File: config.mk
export PLATFORM = sky130hd
export DESIGN_NAME = sdr_burst_colgen
export DESIGN_NICKNAME = d
export VERILOG_FILES = /design/src/rtl/bcg_pkg.sv /design/src/rtl/bcg_mode_reg.sv /design/src/rtl/bcg_burst_seq.sv /design/src/rtl/sdr_burst_colgen.sv
export SDC_FILE = /design/constraint.sdc
export NUM_CORES = 1
export LEC_CHECK = 0
export BUFFER_PORTS_ARGS = -buffer_cell sky130_fd_sc_hd__buf_2
export CORE_MARGIN = 10
export CORE_UTILIZATION = 40
export DETAILED_ROUTE_END_ITERATION = 8
export HOLD_SLACK_MARGIN = 0.1
export PLACE_DENSITY_LB_ADDON = 0.25
export SYNTH_ARGS = -nofsm -noshare
export SYNTH_HDL_FRONTEND = slang
export SYNTH_SLANG_ARGS = --single-unit
File: constraint.sdc
create_clock -name clk -period 3.45 [get_ports clk]
set_clock_uncertainty 0.15 [all_clocks]
set_input_delay 0.69 -clock clk [delete_from_list [all_inputs] [get_ports clk]]
set_output_delay 0.69 -clock clk [all_outputs]
set_load 0.03 [all_outputs]
File: src/rtl/bcg_pkg.sv
package bcg_pkg;

    typedef enum logic [1:0] {
        ST_IDLE,
        ST_FIXED,
        ST_PAGE
    } bcg_state_e;

    localparam logic [2:0] BLEN_PAGE = 3'b111;
    localparam logic [2:0] CAS_TWO   = 3'b010;
    localparam logic [2:0] CAS_THREE = 3'b011;

    typedef struct packed {
        logic       single_wr;
        logic [2:0] cas;
        logic       ilv;
        logic [2:0] blen;
    } bcg_mode_t;

    localparam bcg_mode_t MODE_RESET = '{single_wr: 1'b0, cas: CAS_TWO,
                                         ilv: 1'b0, blen: 3'b000};

endpackage

File: src/rtl/bcg_mode_reg.sv
module bcg_mode_reg
    import bcg_pkg::*;
#(
    parameter int ADDR_W = 11
) (
    input  logic              clk,
    input  logic              rst_n,
    input  logic              load,
    input  logic [ADDR_W-1:0] addr,
    output bcg_mode_t         mode,
    output logic              bad_q
);

    logic hi_bad;
    logic bl_bad;
    logic cl_bad;
    logic tm_bad;
    logic reject;

    generate
        if (ADDR_W > 10) begin : g_hi
            assign hi_bad = |addr[ADDR_W-1:10];
        end else begin : g_nohi
            assign hi_bad = 1'b0;
        end
    endgenerate

    always_comb begin
        bl_bad = addr[2] && (addr[1:0] != 2'b11);
        cl_bad = (addr[6:4] != CAS_TWO) && (addr[6:4] != CAS_THREE);
        tm_bad = |addr[8:7];
        reject = bl_bad || cl_bad || tm_bad || hi_bad;
    end

    always_ff @(posedge clk or negedge rst_n) begin
        if (!rst_n) begin
            mode  <= MODE_RESET;
            bad_q <= 1'b0;
        end else if (load) begin
            bad_q <= reject;
            if (!reject) begin
                mode <= '{single_wr: addr[9], cas: addr[6:4],
                          ilv: addr[3], blen: addr[2:0]};
            end
        end
    end

    // a load with the test field set leaves the mode untouched
    a_r3_keep_mode: assert property (@(posedge clk) disable iff (!rst_n)
        (load && addr[8:7] != 2'b00) |=> (mode == $past(mode)));

    // a rejected load is visible as an error in the next cycle
    a_r3_flag_bad_cl: assert property (@(posedge clk) disable iff (!rst_n)
        (load && addr[6:4] == 3'b000) |=> bad_q);

endmodule

File: src/rtl/bcg_burst_seq.sv
module bcg_burst_seq
    import bcg_pkg::*;
#(
    parameter int COL_W = 8
) (
    input  logic             clk,
    input  logic             rst_n,
    input  logic [2:0]       blen,
    input  logic             ilv,
    input  logic             single_wr,
    input  logic             rd_cmd,
    input  logic             wr_cmd,
    input  logic [COL_W-1:0] start_col,
    input  logic             stop,
    output logic [COL_W-1:0] col,
    output logic             col_valid,
    output logic             col_last
);

    bcg_state_e       state_q, state_d;
    logic [COL_W-1:0] base_q, base_d;
    logic [COL_W-1:0] beat_q, beat_d;
    logic [1:0]       lg_q, lg_d;
    logic             ilv_q, ilv_d;
    logic [COL_W-1:0] mask;
    logic             cmd;
    logic             one_beat_wr;
    logic             at_end;

    always_comb begin
        mask        = (COL_W'(1) << lg_q) - COL_W'(1);
        cmd         = rd_cmd || wr_cmd;
        one_beat_wr = wr_cmd && !rd_cmd && single_wr;
        at_end      = (beat_q == mask);
    end

    // next-state selection
    always_comb begin
        state_d = state_q;
        base_d  = base_q;
        beat_d  = beat_q + COL_W'(1);
        lg_d    = lg_q;
        ilv_d   = ilv_q;
        if (cmd) begin
            base_d = start_col;
            beat_d = '0;
            ilv_d  = ilv;
            if (one_beat_wr) begin
                state_d = ST_FIXED;
                lg_d    = 2'd0;
            end else if (blen == BLEN_PAGE) begin
                state_d = ST_PAGE;
                lg_d    = 2'd0;
            end else begin
                state_d = ST_FIXED;
                lg_d    = blen[1:0];
            end
        end else begin
            unique case (state_q)
                ST_IDLE:  beat_d = beat_q;
                ST_FIXED: if (stop || at_end) state_d = ST_IDLE;
                ST_PAGE:  if (stop) state_d = ST_IDLE;
                default:  state_d = ST_IDLE;
            endcase
        end
    end

    // state register
    always_ff @(posedge clk or negedge rst_n) begin
        if (!rst_n) begin
            state_q <= ST_IDLE;
            base_q  <= '0;
            beat_q  <= '0;
            lg_q    <= 2'd0;
            ilv_q   <= 1'b0;
        end else begin
            state_q <= state_d;
            base_q  <= base_d;
            beat_q  <= beat_d;
            lg_q    <= lg_d;
            ilv_q   <= ilv_d;
        end
    end

    // outputs
    always_comb begin
        col_valid = 1'b0;
        col_last  = 1'b0;
        col       = base_q;
        unique case (state_q)
            ST_IDLE: ;
            ST_FIXED: begin
                col_valid = 1'b1;
                col_last  = at_end;
                if (ilv_q) col = base_q ^ (beat_q & mask);
                else       col = (base_q & ~mask) | ((base_q + beat_q) & mask);
            end
            ST_PAGE: begin
                col_valid = 1'b1;
                col       = base_q + beat_q;
            end
            default: ;
        endcase
    end

    // beat 0 of every burst is the commanded column
    a_r4_first_beat: assert property (@(posedge clk) disable iff (!rst_n)
        (rd_cmd || wr_cmd) |=> (col_valid && col == $past(start_col)));

    // a full-page burst advances by one column per cycle and never flags last
    a_r7_page_step: assert property (@(posedge clk) disable iff (!rst_n)
        (state_q == ST_PAGE && !rd_cmd && !wr_cmd && !stop)
            |=> (col == COL_W'($past(col) + COL_W'(1)) && !col_last));

    // a non-final beat is followed by another beat
    a_r8_continue: assert property (@(posedge clk) disable iff (!rst_n)
        (col_valid && !col_last && !rd_cmd && !wr_cmd && !stop) |=> col_valid);

    // the final beat ends the burst
    a_r8_end: assert property (@(posedge clk) disable iff (!rst_n)
        (col_last && !rd_cmd && !wr_cmd) |=> !col_valid);

    // stop without a command ends the burst
    a_r9_stop: assert property (@(posedge clk) disable iff (!rst_n)
        (stop && !rd_cmd && !wr_cmd) |=> !col_valid);

endmodule

File: src/rtl/sdr_burst_colgen.sv
module sdr_burst_colgen
    import bcg_pkg::*;
#(
    parameter int ADDR_W = 11,
    parameter int COL_W  = 8
) (
    input  logic              clk,
    input  logic              rst_n,
    input  logic              mrs_stb,
    input  logic [ADDR_W-1:0] mrs_addr,
    input  logic              rd_cmd,
    input  logic              wr_cmd,
    input  logic [COL_W-1:0]  start_col,
    input  logic              burst_stop,
    output logic [COL_W-1:0]  col_addr,
    output logic              col_valid,
    output logic              col_last,
    output logic [2:0]        cas_lat,
    output logic              mode_err
);

    bcg_mode_t mode;

    bcg_mode_reg #(.ADDR_W(ADDR_W)) u_mode (
        .clk   (clk),
        .rst_n (rst_n),
        .load  (mrs_stb),
        .addr  (mrs_addr),
        .mode  (mode),
        .bad_q (mode_err)
    );

    bcg_burst_seq #(.COL_W(COL_W)) u_seq (
        .clk       (clk),
        .rst_n     (rst_n),
        .blen      (mode.blen),
        .ilv       (mode.ilv),
        .single_wr (mode.single_wr),
        .rd_cmd    (rd_cmd),
        .wr_cmd    (wr_cmd),
        .start_col (start_col),
        .stop      (burst_stop),
        .col       (col_addr),
        .col_valid (col_valid),
        .col_last  (col_last)
    );

    assign cas_lat = mode.cas;

endmodule

== After elaboration in Yosys (flattened, before gate mapping) ==
Cells that the tools add are included.

* Bitwise operators: 7
* Eq/ne operators: 10
* Reduce and logical (&&, ||, !) cells: 15
* $add $sub $neg: 3
* Shifts and indexed selects: 1
* Muxes and demuxes: 14

{| class="wikitable"
|+ Operators with widths
! operator !! count
|-
| 8-bit AND || 3
|-
| 8-bit two-way mux || 3
|-
| 8-bit case mux with 2 select lines || 1
|-
| 2-bit two-way mux || 7
|-
| 3-bit by 2-bit != test with 1-bit output (second input constant) || 3
|-
| 8-bit by 1-bit adder with 8-bit output (second input constant) || 1
|-
| 8-bit adder || 1
|-
| 8-bit == test || 1
|-
| 8-bit NOT || 1
|-
| 8-bit OR || 1
|-
| 1-bit by 2-bit << shifter with 8-bit output (first input constant) || 1
|-
| 8-bit by 2-bit subtractor with 8-bit output (second input constant) || 1
|-
| 8-bit bitwise XOR || 1
|-
| 2-bit case mux with 3 select lines || 1
|-
| 1-bit logical OR || 5
|-
| 1-bit logical AND || 4
|-
| 2-bit OR reduction || 2
|-
| 3-bit == test (second input constant) || 1
|-
| 3-bit by 1-bit != test with 1-bit output (second input constant) || 1
|-
| 3-bit AND reduction || 1
|-
| 2-bit by 1-bit == test with 1-bit output (second input constant) || 1
|-
| 2-bit == test (second input constant) || 1
|-
| 2-bit logical NOT || 1
|-
| 1-bit two-way mux || 2
|-
| 5 further kinds || 5
|}

* Input port bits: 25
* Flip-flop bits (word level): 30
* Word-level logic and storage cells: 60
* Output and inout bits: 14

== Longest topological paths before layout ==
* Word-level depth: 7
* Mapped depth: 11
* Depth with buffers taken out: 11

== Hierarchy ==
Synthesis repeated with hierarchy kept, for this count alone.

* Cell total of the unflattened synthesis: 225
* Area total of the unflattened synthesis: 2055.7 um^2

{| class="wikitable"
|+ Modules (own cells, without submodules)
! module !! instances !! area each (um^2) !! sequential area each (um^2) !! cells an instance
|-
| bcg_burst_seq || 1 || 1687.9 || 525.5 || 201
|-
| bcg_mode_reg || 1 || 367.9 || 226.5 || 24
|}

== Worst setup path after synthesis ==
No wires, ideal clock.

* Kind: register to output
* From: register u_seq.beat_q[0]
* To: output col_addr[6]
* Cell stages (with the launch flop): 10
* Required time: 2610 ps
* Buffers on the path: 0
* Arrival time: 2285 ps
* Slack: 325 ps
* Cell sequence: dfrtp_1 > ha_1 > inv_1 > fa_1 > nor2b_1 > o21ai_0 > nand2b_1 > a2111oi_0 > a31oi_1 > o21ai_0

* Word-level cells in the longest chain between the ends: 5

{| class="wikitable"
|+ RTL lines
! what !! line !! source
|-
| from (decl) || bcg_burst_seq.sv:22 || <nowiki>logic [COL_W-1:0] beat_q, beat_d;</nowiki>
|-
| from (signal assigned) || bcg_burst_seq.sv:79 || <nowiki>beat_q <= beat_d;</nowiki>
|-
| 8-bit adder * || bcg_burst_seq.sv:96, bcg_burst_seq.sv:100 ||
|-
| 8-bit AND || bcg_burst_seq.sv:96 || <nowiki>else col = (base_q & ~mask) | ((base_q + beat_q) & mask);</nowiki>
|-
| 8-bit OR || bcg_burst_seq.sv:96 ||
|-
| 8-bit two-way mux || bcg_burst_seq.sv:95 || <nowiki>if (ilv_q) col = base_q ^ (beat_q & mask);</nowiki>
|-
| 8-bit case mux with 2 select lines * || bcg_burst_seq.sv:90 || <nowiki>unique case (state_q)</nowiki>
|-
| to (decl) || sdr_burst_colgen.sv:15 || <nowiki>output logic [COL_W-1:0] col_addr,</nowiki>
|}

Mark *: on every way between the ends. The rest lies on a longest branch, timed or not.

== Worst setup path in the final report ==
* From: register u_seq.beat_q[6]
* To: output col_addr[7]

The elaborated chain is that of the path after synthesis.

==> results.py <==
metrics = {
    "status": {
        "status": "completed",
    },
    "synth": {
        "yosysSeqAreaShare": 0.368,
        "synthesis.nets": 274,
        "synth_top_area_share": 0.355,
        "synthSimpleGateAreaFrac": 0.198,
        "ys_async_sr_fraction": 1.00,
        "yosysWarnings": 0,
        "yosys-top-cells-area": "dfrtp_1, ha_1, nand2_1",
        "synth_edf_count": 0,
        "syn_area_per_cell_um2": 8.85,
        "synth-adder-area-share": 0.114,
        "yosysUniqueCellTypes": 43,
        "syn-instance-count": 231,
        "synth_xor_area_frac": 0.0600,
        "synth_compound_area_frac": 0.159,
        "ys.flop_type": "dfrtp_1",
        "synth_top_cell_by_area": "dfrtp_1",
        "ys_ff_latch": 30,
        "synthMuxAreaShare": 0.0533,
        "syn_area_um2": 2040,
        "synth_top_family_by_area": "simple AND/OR/NAND/NOR gates",
    },
    "cts": {
        "cts.htree.levels": 2,
        "ctsHoldBuffers": 0,
        "cts_buffer_depth": 2,
        "cts_tree": "yes",
        "clkSinkCount": 30,
        "root_buffer": "clkbuf_8",
        "cts_buffers": 5,
        "post_cts_buffers": 0,
        "clk_pin_slew_ps": 60,
        "clk_latency_ps": 290,
    },
    "global_routing": {
        "grt-ovfl-total": 0,
        "grt_max_degree": 31,
        "groute.usage.overall": 0.126,
        "antenna_found_initial": 0,
        "grt_pass1_vias": 1780,
        "grt_pass1_wl_mm": 8.60,
    },
    "floorplanning": {
        "dieArea_um2": 8370,
        "placementRows": 25,
        "die_w_um": 91.5,
        "start_util": 0.421,
        "dieHeight_um": 91.5,
        "io_pins": 39,
        "core_region_area_um2": 4850,
    },
    "finish": {
        "final_common_cell": "buf_2",
        "drive_gt1_frac": 0.267,
        "n_fill_cell": 476,
        "area_delta_synth_final_pct": 18.4,
        "diodes": 0,
        "layout.nets": 312,
        "final_cell_mix": "buf_2, nand2_1, dfrtp_1",
        "fin_area_um2": 2420,
    },
    "routing": {
        "drt_wl_total_mm": 5.14,
        "via_count": 1766,
        "drc": 0,
        "dr.pass1.iters": 4,
        "routedWlPerCell_um": 15.2,
        "initialDrtViolationCount": 71,
        "drtAntennaViolNets": 0,
        "avgViaCountPerCell": 5.24,
    },
    "timing": {
        "max_freq_ghz": 0.298,
        "fin_ws_ps": 97.3,
        "hold_viol_final": 0,
        "max_slew.worst_pin.slew_ps": 694,
        "fin_crit_sh": 0.972,
        "finalSetupViolations": 0,
        "slew_violations": 0,
        "min_period_ps": 3350,
        "slew_headroom": 0.538,
    },
    "critical_path": {
        "worstPathArrival_ps": 2510,
        "worstPathRequired_ps": 2610,
        "rrSetupSlack_ps": 910,
        "crit_slowest_cell": "dfrtp_1",
        "critPathKind": "flop to primary output",
        "cp_max_fo": 5,
        "path_cells": "ha_2, a21o_1, a31o_1, a21oi_2, xnor2_1, mux2_1, a221o_1, buf_2",
        "start_kind": "flop",
        "cpPeakStageDelay_ps": 450,
        "endpoint_kind": "primary output",
    },
    "pwr": {
        "power.share.switching": 0.348,
        "worst_ir_drop_vdd_mv": 0.217,
        "p_leak_nw": 1.20,
        "power.switching_mw": 0.358,
        "powerDensity_nw_per_um2": 425,
        "clkPwrFrac": 0.289,
        "internal-power_mw": 0.671,
        "seq_power_share": 0.408,
        "p_comb_frac": 0.303,
    },
    "placement": {
        "place_area_um2": 2290,
        "dp_slack_ps": 291,
        "dp_hpwl_mm": 3.82,
        "port_buffers": 38,
        "globalplace.congestion": 0.903,
    },
    "run": {
        "cap_violations": 0,
    },
    "min_path": {
        "min_path_type": "primary input to asynchronous set/reset pin",
    },
}
[worst paths after layout]
check                                                 start                      endpoint  cells past startpoint
worst min-delay path                                  rst_n   u_seq.base_q[2]$_DFFE_PN0N_                      1
max in group asynchronous                             rst_n   u_seq.beat_q[0]$_DFFE_PN0P_                      1
worst max-delay path            u_seq.beat_q[6]$_DFFE_PN0P_                   col_addr[7]                      8
worst min register to register   u_mode.mode[3]$_DFFE_PN0P_       u_seq.ilv_q$_DFFE_PN0N_                      2
min in group clk                 u_mode.mode[3]$_DFFE_PN0P_       u_seq.ilv_q$_DFFE_PN0N_                      2
worst max register to register    u_seq.lg_q[1]$_DFFE_PN0N_  u_seq.state_q[0]$_DFFE_PN0P_                      9
[final cells by class]
class | instances | area (µm²) | area share
Clock inverter | 1 | 5.00 | 0.00207
Timing Repair Buffer | 41 | 215 | 0.0890
Inverter | 13 | 48.8 | 0.0202
Clock buffer | 7 | 86.3 | 0.0357
Multi-Input combinational cell | 178 | 1220 | 0.506
Tap cell | 67 | 83.8 | 0.0347
Sequential cell | 30 | 756 | 0.312
[through the flow]
stage          total power, mW  setup TNS [ps]   util  cells  hold WS (ps)
6_report                  1.03               0  0.499    337           295
5_1_grt                   1.10           -22.1  0.499    337           331
4_1_cts                   1.03               0  0.494    337           315
3_5_place_dp             0.731               0  0.473    329           313
3_3_place_gp             0.724               0  0.473    329           313
2_1_floorplan            0.641               0      -    231           244
[state kept, by name, summed over array words and instances (netlist names)]
| name | count |
|---|---|
| u_seq.beat_q | 8 |
| u_seq.lg_q | 2 |
| u_seq.base_q | 8 |
| u_seq.state_q | 2 |
| u_mode.mode | 8 |
| u_seq.ilv_q | 1 |
| u_mode.bad_q | 1 |
[Yosys cell counts (2+ instances only)]
cell type,number
nand2_1,37
dfrtp_1,29
nor2_1,19
ha_1,17
o21ai_0,16
inv_1,13
nand3_1,10
a21oi_1,7
clkbuf_1,7
xnor2_1,7
xor2_1,7
mux2_2,6
a31oi_1,4
nor2b_1,4
or2_2,4
and3_1,3
buf_4,3
mux2i_1,3
a21o_1,2
a21oi_2,2
a221o_1,2
a221oi_1,2
nand2b_1,2
nand3b_1,2
nor4_1,2
o221ai_1,2
o22ai_1,2
o31ai_1,2
[power groups by stage]
stage	clock network (mW)	logic, mW	registers [mW]
6_report	0.297	0.312	0.419
2_1_floorplan	0	0.229	0.412
3_5_place_dp	0	0.305	0.426
5_1_grt	0.325	0.348	0.426
4_1_cts	0.307	0.308	0.420
3_3_place_gp	0	0.300	0.424
[timing repair]
action	4_1_cts	5_1_grt
resized for setup	1	9
pin swaps	0	0
endpoints found under the setup margin	1	3
[logic make-up (layout without fill, tap and decap cells)]
group | Yosys count | count (layout)
simple gates | 87 | 87
fa+ha+maj | 18 | 18
flops | 30 | 30
mux | 10 | 10
buf+inv | 23 | 62
compound gates | 49 | 49
xor+xnor | 14 | 14
[routing by layer]
metal | track usage | share of wire | routed length (µm) | vias to the layer above
li1 | - | - | - | 885
met1 | 0.149 | 0.46 | 2350 | 828
met2 | 0.200 | 0.46 | 2380 | 43
met3 | 0.0453 | 0.061 | 313 | 10
met4 | 0.0561 | 0.020 | 103 | 0
met5 | 0 | 0 | 0 | -
[critical path: cells and delay by family (launching register included)]
kind            cells  cell delay (ps)
mux                 1              340
fa+ha+maj           1              350
xor+xnor            1              140
buf+inv             1              180
flops               1              450
compound gates      4              760
(Power assumes the default switching activity.)
